$ cat config.mk
export PLATFORM = sky130hd
export DESIGN_NAME = pw_abort_status
export DESIGN_NICKNAME = d
export VERILOG_FILES = /design/src/rtl/pw_abort_pkg.sv /design/src/rtl/pw_term_decode.sv /design/src/rtl/pw_status_w1c.sv /design/src/rtl/pw_err_req.sv /design/src/rtl/pw_abort_status.sv
export SDC_FILE = /design/constraint.sdc
export NUM_CORES = 1
export LEC_CHECK = 0
export ABC_AREA = 1
export CAP_MARGIN = 20
export CORE_AREA = 3 3 40 42
export CTS_BUF_LIST = sky130_fd_sc_hd__clkbuf_4 sky130_fd_sc_hd__clkbuf_8
export DETAILED_ROUTE_END_ITERATION = 8
export DIE_AREA = 0 0 43 45
export GPL_TIMING_DRIVEN = 0
export PLACE_DENSITY = 0.5
export SETUP_SLACK_MARGIN = 0.1
export SLEW_MARGIN = 20
export SYNTH_ARGS = -nofsm -noshare
export SYNTH_HDL_FRONTEND = slang
export SYNTH_HIERARCHICAL = 1
export SYNTH_SLANG_ARGS = --single-unit
$ cat constraint.sdc
create_clock -name clk -period 1 [get_ports clk]
set_input_delay 0.1 -clock clk [delete_from_list [all_inputs] [get_ports clk]]
set_output_delay 0.1 -clock clk [all_outputs]
set_load 0.01 [all_outputs]
$ cat src/rtl/pw_abort_pkg.sv
package pw_abort_pkg;

  localparam int STAT_W  = 3;
  localparam int RMA_BIT = 0;
  localparam int RTA_BIT = 1;
  localparam int SSE_BIT = 2;

  typedef enum logic [1:0] {
    TERM_OK     = 2'b00,
    TERM_MABORT = 2'b01,
    TERM_TABORT = 2'b10,
    TERM_UNUSED = 2'b11
  } term_code_e;

  // Whether a termination asks for escalation upstream
  function automatic logic wants_escalation(input logic [1:0] code,
                                            input logic       ma_esc);
    logic r;
    r = 1'b0;
    if (code == TERM_TABORT) r = 1'b1;
    else if (code == TERM_MABORT) r = ma_esc;
    return r;
  endfunction

  // Status bits a single termination sets
  function automatic logic [STAT_W-1:0] term_set_vec(input logic       valid,
                                                     input logic [1:0] code,
                                                     input logic       ma_esc,
                                                     input logic       serr);
    logic [STAT_W-1:0] v;
    v = '0;
    if (valid) begin
      v[RMA_BIT] = (code == TERM_MABORT);
      v[RTA_BIT] = (code == TERM_TABORT);
      v[SSE_BIT] = serr & wants_escalation(code, ma_esc);
    end
    return v;
  endfunction

endpackage

$ cat src/rtl/pw_term_decode.sv
module pw_term_decode
  import pw_abort_pkg::*;
(
  input  logic              term_valid,
  input  logic [1:0]        term_code,
  input  logic              ma_escalate,
  input  logic              serr_en,
  output logic [STAT_W-1:0] set_vec,
  output logic              fire
);

  always_comb begin
    set_vec = term_set_vec(term_valid, term_code, ma_escalate, serr_en);
    fire    = set_vec[SSE_BIT];
  end

endmodule

$ cat src/rtl/pw_status_w1c.sv
module pw_status_w1c #(
  parameter int W = 3
) (
  input  logic         clk,
  input  logic         rst_n,
  input  logic [W-1:0] set_vec,
  input  logic         clr_we,
  input  logic [W-1:0] clr_data,
  output logic [W-1:0] q
);

  for (genvar i = 0; i < W; i++) begin : g_bit
    logic clr_hit;
    assign clr_hit = clr_we & clr_data[i];
    always_ff @(posedge clk) begin
      if (!rst_n)          q[i] <= 1'b0;
      else if (set_vec[i]) q[i] <= 1'b1;   // set has priority
      else if (clr_hit)    q[i] <= 1'b0;
    end
  end

endmodule

$ cat src/rtl/pw_err_req.sv
module pw_err_req (
  input  logic clk,
  input  logic rst_n,
  input  logic fire,
  input  logic ack,
  output logic req
);

  logic req_nxt;

  always_comb begin
    req_nxt = fire | (req & ~ack);
  end

  always_ff @(posedge clk) begin
    if (!rst_n) req <= 1'b0;
    else        req <= req_nxt;
  end

endmodule

$ cat src/rtl/pw_abort_status.sv
module pw_abort_status
  import pw_abort_pkg::*;
(
  input  logic              clk,
  input  logic              rst_n,
  input  logic              term_valid,
  input  logic [1:0]        term_code,
  input  logic              ma_escalate,
  input  logic              serr_en,
  input  logic              clr_we,
  input  logic [STAT_W-1:0] clr_data,
  input  logic              err_ack,
  output logic              err_req,
  output logic [STAT_W-1:0] status
);

  // Internal events, named for the checker
  logic [STAT_W-1:0] evt_set;
  logic              evt_fire;

  pw_term_decode u_dec (
    .term_valid  (term_valid),
    .term_code   (term_code),
    .ma_escalate (ma_escalate),
    .serr_en     (serr_en),
    .set_vec     (evt_set),
    .fire        (evt_fire)
  );

  pw_status_w1c #(.W(STAT_W)) u_stat (
    .clk      (clk),
    .rst_n    (rst_n),
    .set_vec  (evt_set),
    .clr_we   (clr_we),
    .clr_data (clr_data),
    .q        (status)
  );

  pw_err_req u_req (
    .clk   (clk),
    .rst_n (rst_n),
    .fire  (evt_fire),
    .ack   (err_ack),
    .req   (err_req)
  );

endmodule

; ---- After elaboration in Yosys (flattened, before gate mapping)
; Index checks and enable logic that the tools add are counted.
[word_totals]
register_bits = 4
word_cells = 26
[classes]
n_eq_ne = 2
muxes = 10
bitwise_logic = 7
reduce_logical = 3
[ops]
columns = op, n
row1 = two-way mux 1 bit, 9
row2 = nonzero test 2 bit, 3
row3 = bitwise AND 1 bit, 5
row4 = two-way mux 3 bit, 1
row5 = equality test 2 x 1 -> 1 bit (second input constant), 1
row6 = equality test 2 bit (second input constant), 1
row7 = inverter 1 bit, 1
row8 = bitwise OR 1 bit, 1

; ---- Depth between registers and ports, before layout
; Gate-level depths: netlist (run 1).
[depth]
word_depth = 7
mapped_depth = 6

; ---- Hierarchy
; Netlist (run 1), hierarchy kept.
[by_module_without_submodules]
columns = module, instances, cells_per_inst, area_each_um2, seq_area_each_um2
row1 = pw_status_w1c, 1, 16, 116.4, 60.1
row2 = pw_term_decode, 1, 10, 48.8, 0.0
row3 = pw_err_req, 1, 6, 43.8, 20.0

; ---- Worst setup path after synthesis (run 1)
; No wires, ideal clock.
[synth_path]
kind = input to register
from = input term_code[0]
to = register u_stat.q[2]
setup_time_ps = 70
arrival_ps = 596
slack_ps = 335
stages = 6
cell_sequence = inv_1 -> nand2_1 -> a21oi_2 -> buf_4 -> inv_1 -> a21oi_1
[synth_between]
elab_chain_len = 7
elab_cells_between_ends = 9
classes_between = eq/ne (2) / mux (5) / bitwise (1) / reduce/logical (1)
[synth_rtl]
columns = item, line_no
row1 = "start, declared", pw_abort_status.sv:7  ; input logic [1:0] term_code,
row2 = equality test 2 x 1 -> 1 bit, pw_abort_pkg.sv:21  ; else if (code == TERM_MABORT) r = ma_esc;
row3 = two-way mux 1 bit, pw_abort_pkg.sv:21
row4 = two-way mux 1 bit (*), pw_abort_pkg.sv:20  ; if (code == TERM_TABORT) r = 1'b1;
row5 = two-way mux 1 bit (*), pw_abort_pkg.sv:32  ; if (valid) begin
row6 = bitwise AND 1 bit (*), pw_abort_pkg.sv:35  ; v[SSE_BIT] = serr & wants_escalation(code, ma_esc);
row7 = two-way mux 3 bit (*), pw_abort_pkg.sv:32
row8 = net evt_fire, pw_abort_status.sv:19  ; logic evt_fire;
row9 = two-way mux 1 bit / nonzero test 2 bit (equally long branches), n/a
row10 = "end signal, assigned by index", pw_status_w1c.sv:16  ; if (!rst_n) q[i] <= 1'b0;
row11 = "end signal, assigned by index", pw_status_w1c.sv:17  ; else if (set_vec[i]) q[i] <= 1'b1;
row12 = "end signal, assigned by index", pw_status_w1c.sv:18  ; else if (clr_hit) q[i] <= 1'b0;
row13 = "end, declared", pw_status_w1c.sv:9  ; output logic [W-1:0] q
; Mark *: on every way through the listed nets, which the timed path passes. The rest lies on a longest branch. The select of a mux whose other input is x is not followed.
; A chain may end at the register's enable or synchronous reset.

; ---- Final worst setup path (run 1)
[layout_path]
from = input term_valid
to = register u_stat.q[2]
[layout_between]
elab_chain_len = 2
elab_cells_between_ends = 3
classes_between = mux (2) / reduce/logical (1)
[layout_rtl]
columns = item, line_no
row1 = "start, declared", pw_abort_status.sv:6  ; input logic term_valid,
row2 = two-way mux 3 bit (*), pw_abort_pkg.sv:32
row3 = net evt_fire, pw_abort_status.sv:19
row4 = two-way mux 1 bit / nonzero test 2 bit (equally long branches), n/a
; Mark *: on every way through the listed nets, which the timed path passes. The rest lies on a longest branch.

==> flow_metrics.env, run 1 <==
export IMPL_max_slew_margin_pct=90.00
export IMPL_period_share_pct=84.57
export IMPL_place_area_sq_um=377.9
export IMPL_dieArea_sq_um=1935
export IMPL_power_frac_comb_pct=18.2
export IMPL_period_needed_ps=845.7
export IMPL_routed_wl_um=480
export IMPL_htreeDepth=1
export IMPL_yosysWarnings=6
export IMPL_rsz0062_at_grt="no"
export IMPL_nets=64
export IMPL_fp_row_count=13
export IMPL_cp_start_kind="input port"
export IMPL_setup_slack_ps=154.3
export IMPL_antenna_found_initial=0
export IMPL_switchingPower_uw=100.5
export IMPL_clock_fmax_mhz=1182
export IMPL_antenna_cells=0
export IMPL_grt_max_degree=4
export IMPL_initial_utilization_pct=16.26
export IMPL_grt_use_total_pct=6.661
export IMPL_die_w_um=43
export IMPL_yosys_area_top_type_share_pct=38.32
export IMPL_drive_above_1_share_pct=24.00
export IMPL_hold_start="term_code[1]"
export IMPL_root_buffer="clkbuf_4"
export IMPL_hp_class="input port to flop"
export IMPL_grt_pass1_vias=211
export IMPL_drcViolationCount=0
export IMPL_crit_start="term_valid"
export IMPL_die_y_um=45
export IMPL_holdBufCountCts=0
export IMPL_core_area_sq_um=1285
export IMPL_setup_viol=0
export IMPL_worst_setup_path_end_kind="flop"
export IMPL_ant_nets=0
export IMPL_overflow=0
export IMPL_clockBufferDepth=2
export IMPL_critPathRequiredTime_ps=1170
export IMPL_hold_viol=0
export IMPL_cap_violations=0
export IMPL_power_frac_seq_pct=37.6
export IMPL_synth_seq_cells=4
export IMPL_cts_buffers=3
export IMPL_clk_latency_ps=230
export IMPL_via_count=225
export IMPL_syn_inst=32
export IMPL_synth_fp_nets=44
export IMPL_tritoncts="built"
export IMPL_internal_power_uw=351.4
export IMPL_gp_congestion=0.6263
export IMPL_area_growth_pct=82.64
export IMPL_io_pins=16
export IMPL_drt_pass1_iter_count=2
export IMPL_wl_per_cell_um=7.385
export IMPL_post_cts_buffers=0
export IMPL_power_frac_clock_pct=44.2
export IMPL_syn_area_sq_um=209.0
export IMPL_swShare_pct=22.24
export IMPL_clk_pin_slew_ps=40
export IMPL_worst_pin_slew_ps=148.8
export IMPL_maxSlewViolCount=0
export IMPL_first_iter_violations=1
export IMPL_crit_arrival_ps=1010
export IMPL_reg2reg_from="u_stat/q[0]"
export IMPL_crit_type="input port to flop"
export IMPL_peakVddDrop_mv=0.3282
export IMPL_cp_max_fo=2
export IMPL_yosysUniqueCellTypes=9
export IMPL_finalInstanceArea_sq_um=381.6
export IMPL_syn_area_per_cell_sq_um=6.530
export IMPL_clock_skew_ps=0
export IMPL_yosysTopAreaCell="dfxtp_1"
export IMPL_power_leakage_uw=0.0001797
export IMPL_status="finished clean"
export IMPL_numClockSinks=4
export IMPL_place_ws_ps=-186.1
export IMPL_port_buffer_count=15
export IMPL_grt_pass1_wl_um=786
export IMPL_ys_seq_area_share_pct=38.32
export IMPL_powerDensity_nw_per_um2=1184
export IMPL_via_per_inst=3.462
export IMPL_dp_hpwl_um=395.5
export IMPL_synth_area_leaders="dfxtp_1, inv_1, nand2_1, a21oi_2, a21oi_1"
routing by layer:
| metal | GRT usage [%] | routed length, um |
|---|---|---|
| met1 | 6.024 | 218 |
| met2 | 7.485 | 192 |
| met3 | 3.586 | 52 |
| met4 | 12.65 | 17 |
| met5 | 0 | 0 |
registers in the layout, summed over array words and instances, names as in the netlist:
name / count
u_stat/q: 3
u_req/req: 1
worst max-delay path: stages:
cell             delay [ps]
clkdlybuf4s50_1         470
nand2_1                  60
a21oi_2                 120
buf_4                   120
inv_1                    30
a21oi_1                 120
power groups by stage:
stage | combinational, uW | sequential [uW] | clock, uW
after CTS | 86.7 | 170 | 210
after detailed placement | 92.0 | 173 | 0
after global routing | 91.5 | 170 | 228
final | 82.2 | 170 | 200
after floorplan | 26.9 | 176 | 0
after global placement | 91.4 | 172 | 0
final cells by class:
cell class,instances,area [sq um]
plain buffers,1,7.507
clock buffers,3,22.52
fillers,150,903.4
inverters,10,37.54
multi-input cells,17,88.84
flip-flops and latches,4,80.08
well taps,15,18.77
repair buffers,15,126.4
final timing paths:
path	depth (start not counted)	slack [ps]	end
setup / recovery	6	150	u_stat/q[2]
hold / removal	4	310	u_stat/q[0]
setup reg to reg	2	450	u_stat/q[0]
hold reg to reg	2	460	u_stat/q[1]
metrics by stage:
stage	instances	TNS [ps]	total power (uW)	hold WS (ps)	util (%)
after detailed placement	62	-347.4	264.6	456.2	29.41
after global routing	65	0	489.5	361.0	29.70
final	65	0	451.9	312.7	29.70
after CTS	65	0	466.3	309.9	31.26
after floorplan	32	0	202.7	221.5	-
after global placement	62	-336.9	263.8	454.4	29.41
logic make-up (layout without fill, tap and decap cells):
family,Yosys count,count (layout),synth area share [%]
compound gates,5,5,17.37
buf+inv,11,29,21.56
flops,4,4,38.32
simple gates,12,12,22.75
repair_timing:
action,in CTS,in global routing
gates resized for setup,12,4
setup endpoints to repair,5,4
cloned,0,0
pin swaps,1,0
placed cells by master (no fill, tap or decap):
cell type,synthesis,layout
buf_4,1,1
nand3_2,0,1
dfxtp_1,4,4
nor2_1,1,1
dlygate4sd2_1,0,3
nor3_1,1,1
clkbuf_2,0,4
clkbuf_4,0,3
clkdlybuf4s50_1,0,8
a21oi_2,3,3
nand2_1,9,9
inv_1,10,10
a21oi_1,2,2
cell usage after synthesis:
cell,instances
dfxtp_1,4
buf_4,1
a21oi_2,3
a21oi_1,2
nand3_1,1
inv_1,10
nand2_1,9
nor2_1,1
nor3_1,1
No activity file was read; power rests on OpenSTA's default activity.
==> run 2: changes to the inputs <==
==> constraint.sdc (replaced) <==
create_clock -name clk -period 0.8 [get_ports clk]
set_input_delay 0.08 -clock clk [delete_from_list [all_inputs] [get_ports clk]]
set_output_delay 0.08 -clock clk [all_outputs]
set_load 0.01 [all_outputs]
==> flow_metrics.env, run 2 (same netlist as run 1, synthesis figures left out) <==
export IMPL_power_frac_clock_pct=43.1
export IMPL_setup_slack_ps=55.47
export IMPL_cap_violations=0
export IMPL_reg2reg_from="u_req/req"
export IMPL_setup_viol=0
export IMPL_crit_arrival_ps=660
export IMPL_swShare_pct=21.85
export IMPL_drt_pass1_iter_count=2
export IMPL_met1_length_um=220
export IMPL_fin_tns_setup_ps=0
export IMPL_power_frac_seq_pct=37.8
export IMPL_rsz0062_at_grt="yes"
export IMPL_grt_pass1_vias=220
export IMPL_hold_viol=0
export IMPL_place_ws_ps=-366.1
export IMPL_fp_row_count=13
export IMPL_maxSlewViolCount=0
export IMPL_hp_class="input port to flop"
export IMPL_area_growth_pct=95.21
export IMPL_cp_slowest_stage_delay_ps=310
export IMPL_tritoncts="built"
export IMPL_final_common_cell="inv_1"
export IMPL_holdBufCountCts=0
export IMPL_internal_power_uw=445.5
export IMPL_status="finished clean"
export IMPL_power_frac_comb_pct=19.1
export IMPL_critPathRequiredTime_ps=720
export IMPL_wl_met2_um=196
export IMPL_overflow=0
export IMPL_first_iter_violations=1
export IMPL_peakVddDrop_mv=0.4127
export IMPL_dp_hpwl_um=395.5
export IMPL_ant_nets=0
export IMPL_antenna_found_initial=0
export IMPL_cts_buffers=3
export IMPL_port_buffer_count=15
export IMPL_via_count=229
export IMPL_clock_fmax_mhz=1343
export IMPL_crit_type="flop to primary output"
export IMPL_final_cell_mix="inv_1, nand2_1, clkdlybuf4s50_1"
export IMPL_highest_layer="met4"
export IMPL_crit_start="u_stat/q[0]"
export IMPL_powerDensity_nw_per_um2=1398
export IMPL_met3RoutedLength_um=53
export IMPL_worst_pin_slew_ps=148.3
export IMPL_io_pins=16
export IMPL_core_area_sq_um=1285
export IMPL_stdcell_count=65
export IMPL_cp_top_family="flip-flops"
export IMPL_gp_congestion=0.6263
export IMPL_clock_skew_ps=0
export IMPL_via_per_inst=3.523
export IMPL_clockBufferDepth=2
export IMPL_htreeDepth=1
export IMPL_die_w_um=43
export IMPL_die_y_um=45
export IMPL_grt_max_degree=4
export IMPL_hold_start="term_code[1]"
export IMPL_largest_reg_flops=3
export IMPL_grt_pass1_wl_um=807
export IMPL_clk_latency_ps=230
export IMPL_antenna_cells=0
export IMPL_nets=64
export IMPL_drcViolationCount=0
export IMPL_post_cts_buffers=0
export IMPL_worst_setup_path_end_kind="primary output"
export IMPL_crit_chain="buf_2"
export IMPL_numClockSinks=4
export IMPL_cp_start_kind="flop"
export IMPL_cp_max_fo=2
export IMPL_initial_utilization_pct=16.26
export IMPL_reg_top3="u_stat/q x3, u_req/req x1"
export IMPL_routed_wl_um=489
export IMPL_place_inst=62
export IMPL_crit_buf_inv=1
export IMPL_wl_per_cell_um=7.523
export IMPL_root_buffer="clkbuf_4"
export IMPL_fill_cells=149
export IMPL_period_needed_ps=744.5
export IMPL_slowest_stage="dfxtp_2"
export IMPL_power_leakage_uw=0.0001874
export IMPL_top_register="u_stat/q"
export IMPL_period_share_pct=93.07
export IMPL_clk_pin_slew_ps=30
export IMPL_dieArea_sq_um=1935
export IMPL_drive_above_1_share_pct=36.00
export IMPL_max_slew_margin_pct=90.04
export IMPL_switchingPower_uw=124.5
export IMPL_grt_use_total_pct=6.661
[run 2: path summary, 6_finish.rpt]
| check | depth (start not counted) | slack, ps | end |
|---|---|---|---|
| worst max register to register | 2 | 230 | u_req/req |
| worst max-delay path | 1 | 60 | status[0] |
| worst min register to register | 2 | 460 | u_stat/q[0] |
| worst min-delay path | 4 | 270 | u_stat/q[0] |
[run 2: cell type report]
class / count / area, sq um / area share [%]
repair buffers: 15 / 145.1 / 35.58
plain buffers: 1 / 7.507 / 1.840
multi-input cells: 17 / 91.34 / 22.39
well taps: 15 / 18.77 / 4.601
clock buffers: 3 / 22.52 / 5.521
inverters: 10 / 37.54 / 9.202
flip-flops and latches: 4 / 85.08 / 20.86
[run 2: repair_timing]
| item | in CTS | in global routing |
|---|---|---|
| setup endpoints to repair | 8 | 5 |
| gates resized for setup | 29 | 4 |
| pin swaps | 3 | 1 |
[run 2: per-layer routing]
metal / GRT usage [%] / vias to the layer above
met5: 0 / -
met4: 12.65 / 0
met3: 2.390 / 2
met2: 8.383 / 14
met1: 6.024 / 84
li1: - / 129
[run 2: worst register-to-register path: cells and delay by family (launching register included)]
family	cells	cell delay, ps
compound gates	1	110
simple gates	1	70
flops	1	320
[run 2: per-stage QoR]
stage | total power, uW | cell area, sq um | util [%] | hold slack [ps]
floorplan | 253.4 | 209.0 | - | 201.5
finish | 570.0 | 407.9 | 31.74 | 274.7
global placement | 329.8 | 377.9 | 29.41 | 454.4
global route | 627.7 | 407.9 | 31.74 | 311.1
detailed placement | 330.7 | 377.9 | 29.41 | 456.2
CTS | 585.0 | 402.9 | 31.35 | 256.4
[run 2: power by group through the flow]
stage | clock [uW] | combinational [uW] | sequential [uW]
global placement | 0 | 114 | 216
finish | 246 | 109 | 215
CTS | 262 | 108 | 215
global route | 291 | 121 | 216
detailed placement | 0 | 115 | 216
floorplan | 0 | 33.6 | 220
